**src/rtl/mag2db_pkg.sv**
```systemverilog
// Package: shared constant functions for the amplitude-to-decibel pipeline.
// Assumes: callers pass small elaboration-time constants only.
package mag2db_pkg;

    // Fractional log2 of the bin midpoint (1 + (idx+0.5)/2^abits), rounded to fbits.
    // Uses repeated squaring in Q30 integer arithmetic so no real math is needed.
    function automatic int unsigned frac_log2_mid(input int unsigned idx,
                                                  input int unsigned abits,
                                                  input int unsigned fbits);
        longint unsigned x;
        longint unsigned acc;
        x = (longint'(64'd1) << (abits + 1)) + longint'(2 * idx + 1);
        x = x << (30 - abits - 1);
        acc = 0;
        for (int unsigned b = 0; b < fbits + 1; b++) begin
            x   = (x * x) >> 30;
            acc = acc << 1;
            if (x >= (longint'(64'd2) << 30)) begin
                acc = acc | 64'd1;
                x   = x >> 1;
            end
        end
        return int'((acc + 64'd1) >> 1);
    endfunction

    // 20*log10(2) as an unsigned fixed-point integer with fbits fraction bits.
    function automatic longint unsigned db_per_octave(input int unsigned fbits);
        real scaled;
        scaled = 6.020599913279624 * (2.0 ** fbits) + 0.5;
        return longint'($rtoi(scaled));
    endfunction

endpackage

```
**src/rtl/mag2db_lod.sv**
```systemverilog
// Module: leading-one detector and normaliser.
// Finds the highest set bit of the amplitude (the integer part of log2) and
// returns the ABITS bits directly below it once it is shifted to the top.
// Assumes IN_W > ABITS. For a zero input, zero=1 and the other outputs are 0.
module mag2db_lod #(
    parameter int IN_W  = 24,
    parameter int ABITS = 8,
    localparam int POS_W = $clog2(IN_W)
) (
    input  logic [IN_W-1:0]  mag,
    output logic [POS_W-1:0] pos,
    output logic [ABITS-1:0] idx,
    output logic             zero
);
    logic [IN_W-1:0] norm;
    logic            found;

    // Scan upward so the highest set bit wins.
    always_comb begin
        pos   = '0;
        found = 1'b0;
        for (int i = 0; i < IN_W; i++) begin
            if (mag[i]) begin
                pos   = POS_W'(i);
                found = 1'b1;
            end
        end
    end

    // Shift the leading one up to the MSB and take the bits under it.
    always_comb begin
        norm = mag << (POS_W'(IN_W - 1) - pos);
        idx  = norm[IN_W-2 -: ABITS];
        zero = ~found;
    end
endmodule

```
**src/rtl/mag2db_frac_rom.sv**
```systemverilog
// Module: fractional-log2 table, 2^ABITS entries of FBITS bits, read combinationally.
// Each entry holds log2 at the midpoint of its bin, which halves the error
// from dropping the bits below the address. Contents are built at elaboration.
module mag2db_frac_rom #(
    parameter int ABITS = 8,
    parameter int FBITS = 12,
    localparam int DEPTH = 1 << ABITS
) (
    input  logic [ABITS-1:0] addr,
    output logic [FBITS-1:0] frac
);
    logic [FBITS-1:0] table_q [DEPTH];

    // One constant entry per address.
    for (genvar gi = 0; gi < DEPTH; gi++) begin : g_entry
        assign table_q[gi] = FBITS'(mag2db_pkg::frac_log2_mid(gi, ABITS, FBITS));
    end

    // Table read.
    assign frac = table_q[addr];
endmodule

```
**src/rtl/mag2db_scale.sv**
```systemverilog
// Module: base-change multiply and round to the output grid.
// Multiplies log2 (integer.fraction, LOG_FB fraction bits) by 20*log10(2)
// (K_FB fraction bits) and rounds half-up to OUT_FB fraction bits.
// Assumes the result fits in OUT_W bits, which holds for IN_W <= 42 with 8.4 output.
module mag2db_scale #(
    parameter int LOG_W  = 17,
    parameter int LOG_FB = 12,
    parameter int K_FB   = 16,
    parameter int OUT_W  = 12,
    parameter int OUT_FB = 4,
    localparam longint unsigned K_VAL = mag2db_pkg::db_per_octave(K_FB),
    localparam int K_W    = K_FB + 3,
    localparam int PROD_W = LOG_W + K_W,
    localparam int SH     = LOG_FB + K_FB - OUT_FB
) (
    input  logic [LOG_W-1:0] log2_val,
    output logic [OUT_W-1:0] db
);
    localparam logic [K_W-1:0]    K_CONST = K_W'(K_VAL);
    localparam logic [PROD_W-1:0] HALF    = PROD_W'(1) << (SH - 1);

    logic [PROD_W-1:0] prod;
    logic [PROD_W-1:0] rounded;

    // Product, then add half an output LSB and drop the extra fraction bits.
    always_comb begin
        prod    = PROD_W'(log2_val) * PROD_W'(K_CONST);
        rounded = (prod + HALF) >> SH;
        db      = rounded[OUT_W-1:0];
    end
endmodule

```
**src/rtl/mag2db.sv**
```systemverilog
// Module: streaming amplitude-to-decibel converter, top level.
// Stage 1 registers the leading-one position and table index. Stage 2 registers
// log2 = {position, table fraction}. Stage 3 registers the scaled, rounded dB
// value. Latency is 3 cycles and one sample is accepted per clock. A zero input
// gives 0 dB plus a flag. Outputs hold between valid samples.
// Synchronous active-low reset.
module mag2db #(
    parameter int IN_W   = 24,
    parameter int ABITS  = 8,
    parameter int TBL_FB = 12,
    parameter int K_FB   = 16,
    parameter int OUT_W  = 12,
    parameter int OUT_FB = 4
) (
    input  logic             clk,
    input  logic             rst_n,
    input  logic             in_valid,
    input  logic [IN_W-1:0]  in_mag,
    output logic             out_valid,
    output logic [OUT_W-1:0] out_db,
    output logic             out_zero
);
    localparam int POS_W = $clog2(IN_W);
    localparam int LOG_W = POS_W + TBL_FB;

    // Stage 1 signals.
    logic [POS_W-1:0]  lod_pos;
    logic [ABITS-1:0]  lod_idx;
    logic              lod_zero;
    logic              s1_valid;
    logic [POS_W-1:0]  s1_pos;
    logic [ABITS-1:0]  s1_idx;
    logic              s1_zero;

    // Stage 2 signals.
    logic [TBL_FB-1:0] rom_frac;
    logic              s2_valid;
    logic [LOG_W-1:0]  s2_log;
    logic              s2_zero;

    // Stage 3 input.
    logic [OUT_W-1:0]  scaled_db;

    mag2db_lod #(.IN_W(IN_W), .ABITS(ABITS)) i_lod (
        .mag  (in_mag),
        .pos  (lod_pos),
        .idx  (lod_idx),
        .zero (lod_zero)
    );

    // Stage 1: capture the normalisation result.
    always_ff @(posedge clk) begin
        if (!rst_n) begin
            s1_valid <= 1'b0;
            s1_pos   <= '0;
            s1_idx   <= '0;
            s1_zero  <= 1'b0;
        end else begin
            s1_valid <= in_valid;
            if (in_valid) begin
                s1_pos  <= lod_pos;
                s1_idx  <= lod_idx;
                s1_zero <= lod_zero;
            end
        end
    end

    mag2db_frac_rom #(.ABITS(ABITS), .FBITS(TBL_FB)) i_rom (
        .addr (s1_idx),
        .frac (rom_frac)
    );

    // Stage 2: join the integer and fractional log2; force zero for an empty input.
    always_ff @(posedge clk) begin
        if (!rst_n) begin
            s2_valid <= 1'b0;
            s2_log   <= '0;
            s2_zero  <= 1'b0;
        end else begin
            s2_valid <= s1_valid;
            if (s1_valid) begin
                s2_log  <= s1_zero ? '0 : {s1_pos, rom_frac};
                s2_zero <= s1_zero;
            end
        end
    end

    mag2db_scale #(
        .LOG_W(LOG_W), .LOG_FB(TBL_FB), .K_FB(K_FB),
        .OUT_W(OUT_W), .OUT_FB(OUT_FB)
    ) i_scale (
        .log2_val (s2_log),
        .db       (scaled_db)
    );

    // Stage 3: output registers, updated only for a valid sample.
    always_ff @(posedge clk) begin
        if (!rst_n) begin
            out_valid <= 1'b0;
            out_db    <= '0;
            out_zero  <= 1'b0;
        end else begin
            out_valid <= s2_valid;
            if (s2_valid) begin
                out_db   <= s2_zero ? '0 : scaled_db;
                out_zero <= s2_zero;
            end
        end
    end
endmodule

```
**config.mk**
```make
export PLATFORM = sky130hd
export DESIGN_NAME = mag2db
export DESIGN_NICKNAME = d
export VERILOG_FILES = /design/src/rtl/mag2db_pkg.sv /design/src/rtl/mag2db_lod.sv /design/src/rtl/mag2db_frac_rom.sv /design/src/rtl/mag2db_scale.sv /design/src/rtl/mag2db.sv
export SDC_FILE = /design/constraint.sdc
export NUM_CORES = 1
export LEC_CHECK = 0
export BUFFER_PORTS_ARGS = -buffer_cell sky130_fd_sc_hd__buf_2
export CORE_MARGIN = 2
export CORE_UTILIZATION = 50
export DETAILED_ROUTE_END_ITERATION = 6
export PLACE_DENSITY = 0.71
export SLEW_MARGIN = 25
export SYNTH_ARGS = -nofsm -noshare
export SYNTH_HDL_FRONTEND = slang
export SYNTH_SLANG_ARGS = --single-unit
```
**constraint.sdc**
```tcl
create_clock -name clk -period 5.4 [get_ports clk]
set_clock_uncertainty 0.1 [all_clocks]
set_input_delay 0.54 -clock clk [delete_from_list [all_inputs] [get_ports clk]]
set_output_delay 0.54 -clock clk [all_outputs]
set_load 0.05 [all_outputs]
```
Word level (Yosys, flattened, before mapping)
Memory sizes are Yosys's and may differ from the RTL's. Cells that the tools add are included.

Flip-flop bits (word level): 48. Bits in read-only memories: 3072. Input port bits: 27. Output and inout port bits: 14. Logic and storage cells: 69. Memories: 1.

Add/sub/neg operators: 2. $mul: 1. Magnitude comparators: 1. Shift operators: 1. Muxes and demuxes: 51. Bitwise operators: 2.

Memories: (name not given) (depth 256, width 12, rd ports 1, clocked after memory_dff 0, write ports 0, line mag2db_frac_rom.sv:20) `assign frac = table_q[addr];`.

Operators with widths (number): two-way mux 5 bit (8); adder 36 x 24 -> 36 bit, second input constant (1); two-way mux 12 bit (3); multiplier 17 x 18 -> 35 bit, second input constant (1); two-way mux 4 bit (8); two-way mux 1 bit (25); left shift 24 x 5 -> 23 bit (1); two-way mux 17 bit (1); two-way mux 3 bit (4); greater-or-equal comparator 9 bit, second input constant (1); inverter 8 -> 9 bit (1); subtractor 5 bit, first input constant (1); two-way mux 2 bit (2); inverter 1 bit (1).

Logic depth before layout (Yosys ltp)
Gate-level depths: netlist of run 1.

Depth in word-level cells: 25. Mapped depth: 23. Mapped depth without buffers: 23.

Modules after synthesis
Synthesis of run 1 repeated with hierarchy kept, for this count alone.

Cells, all modules: 1400. Area, all modules: 10822.9 um2.

Modules (own cells, without submodules): mag2db_scale (times used 1, cells each 503, area each 4536.9 um2, seq. area each 0.0 um2); mag2db_frac_rom (times used 1, cells each 522, area each 3195.6 um2, seq. area each 0.0 um2); mag2db (times used 1, cells each 187, area each 1865.5 um2, seq. area each 960.9 um2); mag2db_lod (times used 1, cells each 188, area each 1224.9 um2, seq. area each 0.0 um2).

Worst setup path before layout of run 1
No wires, ideal clock.

Path kind: reg2reg. From: register s2_log[15]. To: register out_db[11]. Library setup time: 0.117 ns. Arrival: 5.758 ns. Required time: 5.183 ns. Setup slack: -0.575 ns. Stages on the path, launching flop included: 22. Buffers on the path: 0. Period minus slack after synthesis: 5.975 ns. Cell sequence: dfxtp_1 -> inv_1 -> ha_1 -> inv_1 -> fa_1 -> inv_1 -> fa_1 -> fa_1 -> fa_1 -> inv_1 -> fa_1 -> ha_1 -> a21oi_1 -> o21ai_0 -> a211oi_1 -> a21boi_0 -> xor2_1 -> ha_1 -> and3_4 -> nand3_2 -> or4_1 -> a32o_1.

Word-level cells in the longest chain between the ends: 3.

Ends and longest elaborated chain: from (decl) (line mag2db.sv:38) `logic [LOG_W-1:0] s2_log;`; from (signal assigned) (line mag2db.sv:82) `s2_log <= s1_zero ? '0 : {s1_pos, rom_frac};`; multiplier 17 x 18 -> 35 bit (line mag2db_scale.sv:27) `prod = PROD_W'(log2_val) * PROD_W'(K_CONST);`; adder 36 x 24 -> 36 bit (line mag2db_scale.sv:28) `rounded = (prod + HALF) >> SH;`; two-way mux 12 bit (line mag2db.sv:105) `out_db <= s2_zero ? '0 : scaled_db;`; to (signal assigned) (line mag2db.sv:105); to (decl) (line mag2db.sv:20) `output logic [OUT_W-1:0] out_db,`.

Every way passes these cells. A chain may end at the register's enable or synchronous reset.

Worst setup path in the final report of run 1
From: register s2_log[2]. To: register out_db[11].

The elaborated chain is that of the path after synthesis.

==> results of run 1 <==
-- where the power goes --
group	leakage [uW]	internal, uW	switching [uW]
Sequential	0.000398	373	29.6
Clock	0.0000944	268	155
Combinational	0.00514	573	830
-- area by class of cell --
class | count | area share
clock buffer | 5 | 0.0101
clock inverter | 3 | 0.00553
inverter | 141 | 0.0429
multi-input combinational | 1124 | 0.731
sequential | 48 | 0.0789
tap | 270 | 0.0272
timing repair buffer | 183 | 0.104
-- what timing repair did --
action                                  4_1_cts  5_1_grt
endpoints found under the setup margin       11       11
pin swaps                                    34       29
gates resized for setup                      39       43
gates cloned                                  0        0
buffers inserted                              9       12
-- worst paths after layout --
path / start / end / slack, ns
setup / recovery: s2_log[2] / out_db[11] / -0.40
hold / removal: out_db[9] / out_db[9] / 0.36
hold reg to reg: out_db[9] / out_db[9] / 0.36
setup reg to reg: s2_log[2] / out_db[11] / -0.40
-- worst reg2reg max path, delay by kind of cell, from the launching register on --
| family | cells | cell delay, ns |
|---|---|---|
| fa+ha+maj | 7 | 2.69 |
| compound gates | 5 | 1.28 |
| simple gates | 3 | 0.69 |
| buf+inv | 4 | 0.39 |
| flops | 1 | 0.32 |
| xor+xnor | 1 | 0.23 |
-- flip-flops by register name (all words and copies together) (netlist names) --
signal,flops
out_db,12
s1_zero,1
s1_pos,5
s2_valid,1
out_zero,1
out_valid,1
s1_valid,1
s2_log,17
s2_zero,1
s1_idx,8
-- through the flow --
step | cell area [um2] | worst slack [ns] | std cells
2_1_floorplan | 10600 | -0.122 | 1407
3_3_place_gp | 11700 | -0.329 | 1746
3_5_place_dp | 11700 | -0.409 | 1746
4_1_cts | 12100 | -0.350 | 1763
5_1_grt | 12400 | -0.579 | 1774
6_report | 12400 | -0.405 | 1774
-- cells in the final DEF, fill, tap and decap left out, types with 10 or more instances in the layout --
cell type,synthesis,final
nor2b_1,24,24
nand2b_1,25,25
dfxtp_2,0,11
a21oi_1,115,109
a31oi_1,20,19
mux2i_1,28,28
a21o_1,11,11
ha_4,0,18
fa_1,52,46
nor2_1,116,111
a211oi_1,61,57
buf_4,0,137
dfxtp_1,48,35
o211ai_1,26,26
nor4_1,10,10
nor3_1,41,38
and2_1,14,14
nand4_1,11,11
inv_1,141,135
ha_1,156,136
nand3_1,37,35
o21ai_0,90,80
buf_2,4,40
nand2_1,99,97
o21ai_1,5,15
-- cell families (layout without fill, tap and decap cells) --
| logic type | after synthesis | count (layout) | share of synthesized area |
|---|---|---|---|
| fa+ha+maj | 208 | 208 | 0.287 |
| mux | 34 | 34 | 0.0399 |
| xor+xnor | 22 | 22 | 0.0185 |
| flops | 48 | 48 | 0.0923 |
| buf+inv | 235 | 332 | 0.0852 |
| compound gates | 444 | 444 | 0.282 |
| simple gates | 416 | 416 | 0.195 |
-- metal layers --
metal	track usage	vias up
met4	0.115	0
li1	-	5284
met3	0.0325	87
met5	0	-
met2	0.493	453
met1	0.397	5146
==> flow_metrics.py, run 1 <==
metrics = {
    "drt": {
        "drc": 0,
        "firstDrtPassIters": 6,
        "vias": 11000,
        "drtIter0Drc": 1156,
        "wl_met3_mm": 2.37,
        "post_drt_wl_per_cell_um": 18.8,
        "drt_wl_total_mm": 33.3,
        "met1_length_mm": 14.0,
        "antenna_left": 0,
        "via_per_inst": 6.18,
        "maxUsedRoutingLayer": "met4",
        "wl_met2_mm": 15.7,
    },
    "global_route": {
        "antenna_found_initial": 0,
        "grt_usage": 0.297,
        "grt_pass1_wl_mm": 53.3,
        "grt_pass1_vias": 10500,
        "grt_overflow": 0,
        "grt_max_degree": 90,
    },
    "cells_and_area": {
        "final_util": 0.611,
        "final-seq-area_um2": 982,
        "diodes": 0,
        "drive_above_1_share": 0.200,
        "multi_input_area_um2": 9100,
        "fillers": 1764,
        "nets": 1738,
        "syn2layout_area_growth_pct": 19.5,
    },
    "yosys": {
        "synthTopCellsByCount": "ha_1, inv_1, nor2_1",
        "yosysTopAreaCell": "ha_1",
        "yosysMostFrequentCell": "ha_1",
        "synth_top_area_share": 0.187,
        "synth_edf_count": 0,
        "yosys-top-cells-area": "ha_1, fa_1, dfxtp_1, a21oi_1, inv_1",
        "yosys_warnings": 0,
        "ys_ff_latch": 48,
        "syn_inst": 1407,
        "synth_ff_type": "dfxtp_1",
        "syn_area_um2": 10400,
        "syn_area_per_cell_um2": 7.40,
        "synth_nets": 1642,
        "synthArstFlopShare": 0,
        "yosysUniqueCellTypes": 81,
        "seq_area_frac_synth": 0.0923,
    },
    "run_status": {
        "violations": "negative setup slack",
        "status": "finished with violations",
    },
    "hold_path": {
        "min_path_cells": 2,
        "hold_class": "reg -> reg",
    },
    "clock_network": {
        "clock_latency_ns": 0.30,
        "cts_buffer_depth": 2,
        "cts-root-buf": "clkbuf_16",
        "path_clk_slew_ns": 0.07,
        "cts_buffers": 5,
        "htreeDepth": 2,
        "tritoncts": "built",
        "cts.sinks": 48,
        "cts_hold_buf": 0,
    },
    "sta": {
        "tightest_slew_ns": 0.961,
        "fin_ws_ns": -0.405,
        "fin_setup_tns_ns": -2.21,
        "finalSetupViolations": 11,
        "hold_viol": 0,
        "slew_violations": 0,
        "slew_headroom": 0.359,
        "holdWs_ns": 0.358,
        "fin_crit_sh": 1.07,
        "rsz0062_at_grt": "true",
        "period_needed_ns": 5.80,
        "fmax_mhz": 172,
    },
    "worst_setup_path": {
        "critPathMaxFanout": 4,
        "cpMostUsedCell": "fa_1",
        "endpoint_kind": "flip-flop",
        "critical_path_required_ns": 5.50,
        "worstSetupStartpointType": "flip-flop",
        "crit_arrival_ns": 5.91,
        "criticalPathCategory": "reg -> reg",
        "cp_top_family": "adder cells",
        "cp_num_buf_inv": 4,
        "critPathSlowestCell": "fa_1",
        "worst-r2r-cell-count": 20,
        "slowest_delay_ns": 0.53,
        "cp_cell_sequence": "ha_1 > ha_4 > fa_1 > ha_1 > fa_1 > inv_1 > fa_1 > inv_1 > ha_4 > buf_4 > a21oi_1 > a2111oi_4 > a31oi_2 > buf_4 > nand3_1 > a41oi_1 > xnor2_2 > nand3_4 > or4_4 > a32o_1",
        "cp.depth": 20,
    },
    "die": {
        "start_util": 0.511,
        "die_height_um": 148,
        "boundaryPins": 41,
        "core_area_um2": 20400,
        "num_rows": 52,
        "die_w_um": 148,
        "die-area_um2": 22000,
    },
    "flow_run": {
        "maxCapViolCount": 0,
    },
    "place": {
        "dp_hpwl_mm": 24.5,
        "routabilityCongestion": 0.990,
        "portBuffers": 40,
    },
    "power": {
        "power_uw": 2230,
        "power_density_nw_per_um2": 179,
        "power.leakage_uw": 0.00563,
        "ir_drop_mv": 0.169,
    },
}
Power figures use the tool's default switching activity.
==> run 2: changes to the inputs <==
--- a/config.mk
+++ b/config.mk
@@ -7,9 +7,9 @@
 export LEC_CHECK = 0
 export BUFFER_PORTS_ARGS = -buffer_cell sky130_fd_sc_hd__buf_2
 export CORE_MARGIN = 2
-export CORE_UTILIZATION = 50
+export CORE_UTILIZATION = 59
 export DETAILED_ROUTE_END_ITERATION = 6
-export PLACE_DENSITY = 0.71
+export PLACE_DENSITY = 0.82
 export SLEW_MARGIN = 25
 export SYNTH_ARGS = -nofsm -noshare
 export SYNTH_HDL_FRONTEND = slang
==> run 2 against run 1 <==
The run ends with design-rule violations, negative setup slack left. Highest routed layer unchanged. Clock-buffer cell count increased by 1. Critical endpoint unchanged. Sequential share of layout area increased by 0.22 points. First-iteration DRC count increased by 19%. Cell area decreased by 2.2%. Routed wire length increased by 5.5%. Total power decreased by 1.7%. Non-clock buffer count decreased by 18. Global-route usage increased by 7.3 points.
==> flow_metrics.py, run 2 (synthesized netlist as in run 1, its figures left out) <==
metrics = {
    "run_status": {
        "status": "finished with violations",
        "violations": "design-rule violations, negative setup slack",
    },
    "worst_setup_path": {
        "crit_arrival_ns": 5.88,
        "endpoint_kind": "flip-flop",
        "critical_path_required_ns": 5.50,
        "worstSetupStartpointType": "flip-flop",
        "critPathMaxFanout": 5,
        "criticalPathCategory": "reg -> reg",
    },
    "flow_run": {
        "maxCapViolCount": 0,
    },
    "drt": {
        "drtIter0Drc": 1375,
        "drc": 1,
        "antenna_left": 0,
        "drt_wl_total_mm": 35.1,
        "post_drt_wl_per_cell_um": 20.5,
        "via_per_inst": 6.65,
        "firstDrtPassIters": 7,
        "vias": 11400,
    },
    "clock_network": {
        "cts_hold_buf": 0,
        "htreeDepth": 2,
        "clock_latency_ns": 0.31,
        "tritoncts": "built",
        "cts-root-buf": "clkbuf_16",
        "path_clk_slew_ns": 0.07,
        "cts_buffers": 5,
        "cts_buffer_depth": 2,
        "cts.sinks": 48,
    },
    "cells_and_area": {
        "largest_register_ffs": 17,
        "stdcell_area_um2": 12200,
        "nets": 1720,
        "reg_top3": "s2_log (17), out_db (12), s1_idx (8)",
        "syn2layout_area_growth_pct": 16.8,
        "drive_above_1_share": 0.195,
        "final_cell_mix": "ha_1, inv_1, buf_4, nor2_1, a21oi_1",
        "layout_commonest_cell": "ha_1",
        "final_util": 0.703,
        "regMostFlops": "s2_log",
        "diodes": 0,
    },
    "sta": {
        "fin_crit_sh": 1.07,
        "rsz0062_at_grt": "true",
        "fin_setup_tns_ns": -1.33,
        "slew_headroom": 0.304,
        "holdWs_ns": 0.346,
        "fin_ws_ns": -0.380,
        "period_needed_ns": 5.78,
        "fmax_mhz": 173,
        "slew_violations": 0,
        "hold_viol": 0,
        "finalSetupViolations": 8,
        "tightest_slew_ns": 1.04,
    },
    "global_route": {
        "grt_max_degree": 66,
        "grt_pass1_wl_mm": 54.5,
        "grt_usage": 0.370,
        "grt_overflow": 0,
        "grt_pass1_vias": 10500,
        "antenna_found_initial": 0,
    },
    "place": {
        "routabilityCongestion": 0.979,
        "dp_hpwl_mm": 25.8,
        "postPlaceCellArea_um2": 11400,
        "portBuffers": 40,
    },
    "power": {
        "power_density_nw_per_um2": 180,
        "ir_drop_mv": 0.142,
        "power_uw": 2190,
        "power.leakage_uw": 0.00550,
    },
    "die": {
        "num_rows": 48,
        "die_w_um": 137,
        "start_util": 0.602,
        "boundaryPins": 41,
        "die-area_um2": 18700,
        "die_height_um": 137,
        "core_area_um2": 17300,
    },
    "hold_path": {
        "hold_class": "reg -> reg",
    },
}
-- run 2: cell types whose count changed in the layout (fill, tap and decap cells not counted), moves of 3 or more --
| cell | before | now |
|---|---|---|
| a21boi_1 | 0 | 3 |
| nor2_1 | 111 | 114 |
| buf_4 | 137 | 121 |
| a21boi_2 | 3 | 0 |
| ha_4 | 18 | 21 |
| inv_2 | 4 | 9 |
| ha_1 | 136 | 132 |
| inv_1 | 135 | 130 |
| a21oi_2 | 6 | 9 |
-- run 2: final timing paths --
kind              start         end  slack [ns]  depth (start not counted)
max          s2_log[15]  out_db[11]       -0.38                         21
min           out_db[5]   out_db[5]        0.35                          2
min reg2reg   out_db[5]   out_db[5]        0.35                          2
max reg2reg  s2_log[15]  out_db[11]       -0.38                         21
-- run 2: what timing repair did --
action | CTS | global route
setup endpoints to repair | 7 | 11
gates resized for setup | 41 | 41
buffers inserted | 14 | 13
pin swaps | 37 | 45
-- run 2: worst max-delay path, cell delays in order (launching register included) --
cell	delay, ns
dfxtp_4	0.37
inv_4	0.04
ha_4	0.26
inv_4	0.03
fa_2	0.33
inv_2	0.06
fa_1	0.42
fa_1	0.47
fa_2	0.54
inv_2	0.04
fa_1	0.49
ha_4	0.33
nand2_1	0.11
buf_4	0.15
nor3_1	0.24
a21boi_1	0.15
and4b_4	0.22
a2111oi_4	0.28
and3_4	0.28
nand3_4	0.08
or4_1	0.42
a32o_1	0.26
-- run 2: metrics by stage --
stage	instances	worst slack [ns]
6_report	1710	-0.380
3_3_place_gp	1679	-0.252
4_1_cts	1699	-0.250
3_5_place_dp	1679	-0.417
2_1_floorplan	1407	-0.122
5_1_grt	1710	-0.573
-- run 2: area by class of cell --
type / instances / area, um2
clock inverters: 1 / 8.76
inverters: 141 / 534
well taps: 225 / 282
multi-input cells: 1124 / 9060
flip-flops and latches: 48 / 987
repair buffers: 165 / 1150
fillers: 1370 / 5130
clock buffers: 6 / 139
-- run 2: power by group --
| group | switching, uW | total, uW | leakage [uW] | internal, uW |
|---|---|---|---|---|
| Sequential | 49.7 | 423 | 0.000399 | 373 |
| Combinational | 850 | 1440 | 0.00503 | 590 |
| Clock | 145 | 328 | 0.0000729 | 183 |
-- run 2: layer usage --
metal / vias to the layer above / GRT usage / routed length (um) / share of wire
met2: 683 / 0.605 / 16000 / 0.46
met1: 5308 / 0.490 / 14300 / 0.41
met5: - / 0 / 0 / 0
li1: 5259 / - / - / -
met3: 117 / 0.0719 / 3550 / 0.10
met4: 0 / 0.125 / 1290 / 0.037
==> run 3: changes to the inputs <==
--- a/config.mk
+++ b/config.mk
@@ -7,9 +7,9 @@
 export LEC_CHECK = 0
 export BUFFER_PORTS_ARGS = -buffer_cell sky130_fd_sc_hd__buf_2
 export CORE_MARGIN = 2
-export CORE_UTILIZATION = 59
+export CORE_UTILIZATION = 35
 export DETAILED_ROUTE_END_ITERATION = 6
-export PLACE_DENSITY = 0.82
+export PLACE_DENSITY = 0.54
 export SLEW_MARGIN = 25
 export SYNTH_ARGS = -nofsm -noshare
 export SYNTH_HDL_FRONTEND = slang
==> run 3 against run 2 <==
The flow finishes with violations (negative setup slack). Highest routed layer unchanged. Cell area rose by 3.4%. Flip-flop and latch count did not move. Global-route usage is 15 points lower. Sequential share of layout area fell by 0.24 points. Core utilization fell by 28 points. Final cell count increased by 10%.
==> flow_metrics.py, run 3 (synthesized netlist as in run 1, its figures left out) <==
metrics = {
    "run_status": {
        "status": "finished with violations",
        "violations": "negative setup slack",
    },
    "die": {
        "die_w_um": 176,
        "num_rows": 63,
        "core_area_um2": 29500,
        "die_height_um": 176,
        "boundaryPins": 41,
        "die-area_um2": 31100,
        "start_util": 0.353,
    },
    "worst_setup_path": {
        "reg2reg_from": "s2_log[15]",
        "crit_arrival_ns": 5.76,
        "endpoint_kind": "flip-flop",
        "cp_top_family": "adder cells",
        "criticalPathCategory": "reg -> reg",
        "cpMostUsedCell": "fa_2",
        "critPathSlowestCell": "fa_2",
        "worst-r2r-cell-count": 21,
        "slowest_delay_ns": 0.58,
        "rrSetupSlack_ns": -0.26,
        "cp_cell_sequence": "inv_4 > ha_4 > inv_2 > fa_2 > inv_2 > fa_2 > fa_2 > fa_2 > fa_2 > inv_2 > ha_4 > a211oi_4 > o21bai_2 > a211oi_2 > buf_4 > a21oi_4 > a2111oi_2 > o41ai_1 > xnor2_1 > or4_1 > a32o_1",
        "reg2reg_to": "out_db[11]",
        "critical_path_required_ns": 5.49,
        "critPathMaxFanout": 3,
        "cp_num_buf_inv": 5,
        "worstSetupStartpointType": "flip-flop",
    },
    "cells_and_area": {
        "final-seq-area_um2": 990,
        "reg_top3": "s2_log (17), out_db (12), s1_idx (8)",
        "stdcell_area_um2": 12600,
        "largest_register_ffs": 17,
        "final_util": 0.426,
        "finalNonFillerCells": 1888,
        "nets": 1733,
        "multi_input_area_um2": 9160,
        "regMostFlops": "s2_log",
        "syn2layout_area_growth_pct": 20.7,
        "drive_above_1_share": 0.215,
        "diodes": 0,
        "fillers": 3025,
        "layout_commonest_cell": "buf_4",
        "final_cell_mix": "buf_4, inv_1, ha_1, nor2_1, a21oi_1",
    },
    "hold_path": {
        "min_path_cells": 2,
        "hold_end": "out_db[8]",
        "holdCritStartpoint": "out_db[8]",
        "hold_class": "reg -> reg",
    },
    "sta": {
        "fmax_mhz": 177,
        "fin_setup_tns_ns": -0.775,
        "fin_ws_ns": -0.263,
        "rsz0062_at_grt": "true",
        "finalSetupViolations": 6,
        "hold_viol": 0,
        "slew_headroom": 0.355,
        "period_needed_ns": 5.66,
        "fin_crit_sh": 1.05,
        "slew_violations": 0,
        "tightest_slew_ns": 0.967,
    },
    "global_route": {
        "grt_usage": 0.225,
        "grt_overflow": 0,
        "grt_max_degree": 77,
        "grt_pass1_wl_mm": 56.6,
        "antenna_found_initial": 0,
        "grt_pass1_vias": 10300,
    },
    "power": {
        "p_int_uw": 1140,
        "power_uw": 2160,
        "seqPwrFrac": 0.190,
        "power_density_nw_per_um2": 172,
        "combPwrFrac": 0.660,
        "p_sw_frac": 0.471,
        "pwr-share-clk": 0.151,
        "ir_drop_mv": 0.116,
        "switching_power_uw": 1020,
        "power.leakage_uw": 0.00559,
    },
    "clock_network": {
        "cts_buffer_depth": 2,
        "tritoncts": "built",
        "cts.sinks": 48,
        "htreeDepth": 2,
        "cts_buffers": 5,
        "path_clk_slew_ns": 0.07,
        "clock_latency_ns": 0.30,
        "cts-root-buf": "clkbuf_16",
    },
    "drt": {
        "vias": 10900,
        "via_per_inst": 5.77,
        "post_drt_wl_per_cell_um": 18.8,
        "antenna_left": 0,
        "drtIter0Drc": 881,
        "drc": 0,
        "drt_wl_total_mm": 35.6,
        "firstDrtPassIters": 7,
    },
    "place": {
        "portBuffers": 40,
        "dp_cells": 1861,
        "routabilityCongestion": 0.907,
        "postPlaceCellArea_um2": 11800,
        "dp_hpwl_mm": 27.3,
    },
    "flow_run": {
        "maxCapViolCount": 0,
    },
}
run 3: changes by cell type in the layout (fill, tap and decap cells not counted), moves of 3 or more:
| cell | delta |
|---|---|
| buf_4 | +11 |
| ha_1 | -4 |
| nor3_1 | -3 |
| ha_2 | +3 |
| fa_1 | -3 |
| fa_2 | +3 |
run 3: cell type report:
cell class	count	share of cell area
multi-input cells	1124	0.728
repair buffers	178	0.100
flip-flops and latches	48	0.0787
inverters	141	0.0423
well taps	390	0.0388
clock buffers	6	0.0110
clock inverters	1	0.000697
run 3: per-stage QoR:
step	hold WS [ns]	setup slack, ns
2_1_floorplan	0.349	-0.122
3_3_place_gp	0.338	-0.280
3_5_place_dp	0.353	-0.324
4_1_cts	0.369	-0.192
5_1_grt	0.387	-0.451
6_report	0.358	-0.263
run 3: routing by layer:
metal	GRT usage	part of all wire
met1	0.313	0.46
met2	0.375	0.46
met3	0.0323	0.065
met4	0.0341	0.013
met5	0	0
run 3: timing repair:
item,4_1_cts,5_1_grt
pin swaps,39,29
hold buffers,0,0
hold endpoints to repair,0,0
cloned,0,0
buffers inserted,15,9
setup endpoints to repair,8,10
resized for setup,54,56
run 3: power groups by stage:
stage	Sequential (uW)	Combinational (uW)	Clock (uW)
final	410	1430	326
after CTS	409	1370	335
after global placement	415	1290	0
after floorplan	407	896	0
after global routing	414	1570	349
after detailed placement	416	1290	0
run 3: worst max-delay path by stage:
stage               start  slack (ns)    endpoint  cells past startpoint
2_1_floorplan  s2_log[15]       -0.12  out_db[11]                     20
3_3_place_gp   s2_log[14]       -0.28  out_db[11]                     19
3_5_place_dp   s2_log[15]       -0.32  out_db[11]                     20
4_1_cts         s2_log[7]       -0.19  out_db[10]                     18
5_1_grt        s2_log[15]       -0.45  out_db[11]                     21
6_report       s2_log[15]       -0.26  out_db[11]                     21
run 3: tightest hold or removal path: cells and delay by family (launching register included):
| family | cells | cell delay (ns) |
|---|---|---|
| compound gates | 1 | 0.05 |
| flops | 1 | 0.32 |
| simple gates | 1 | 0.05 |
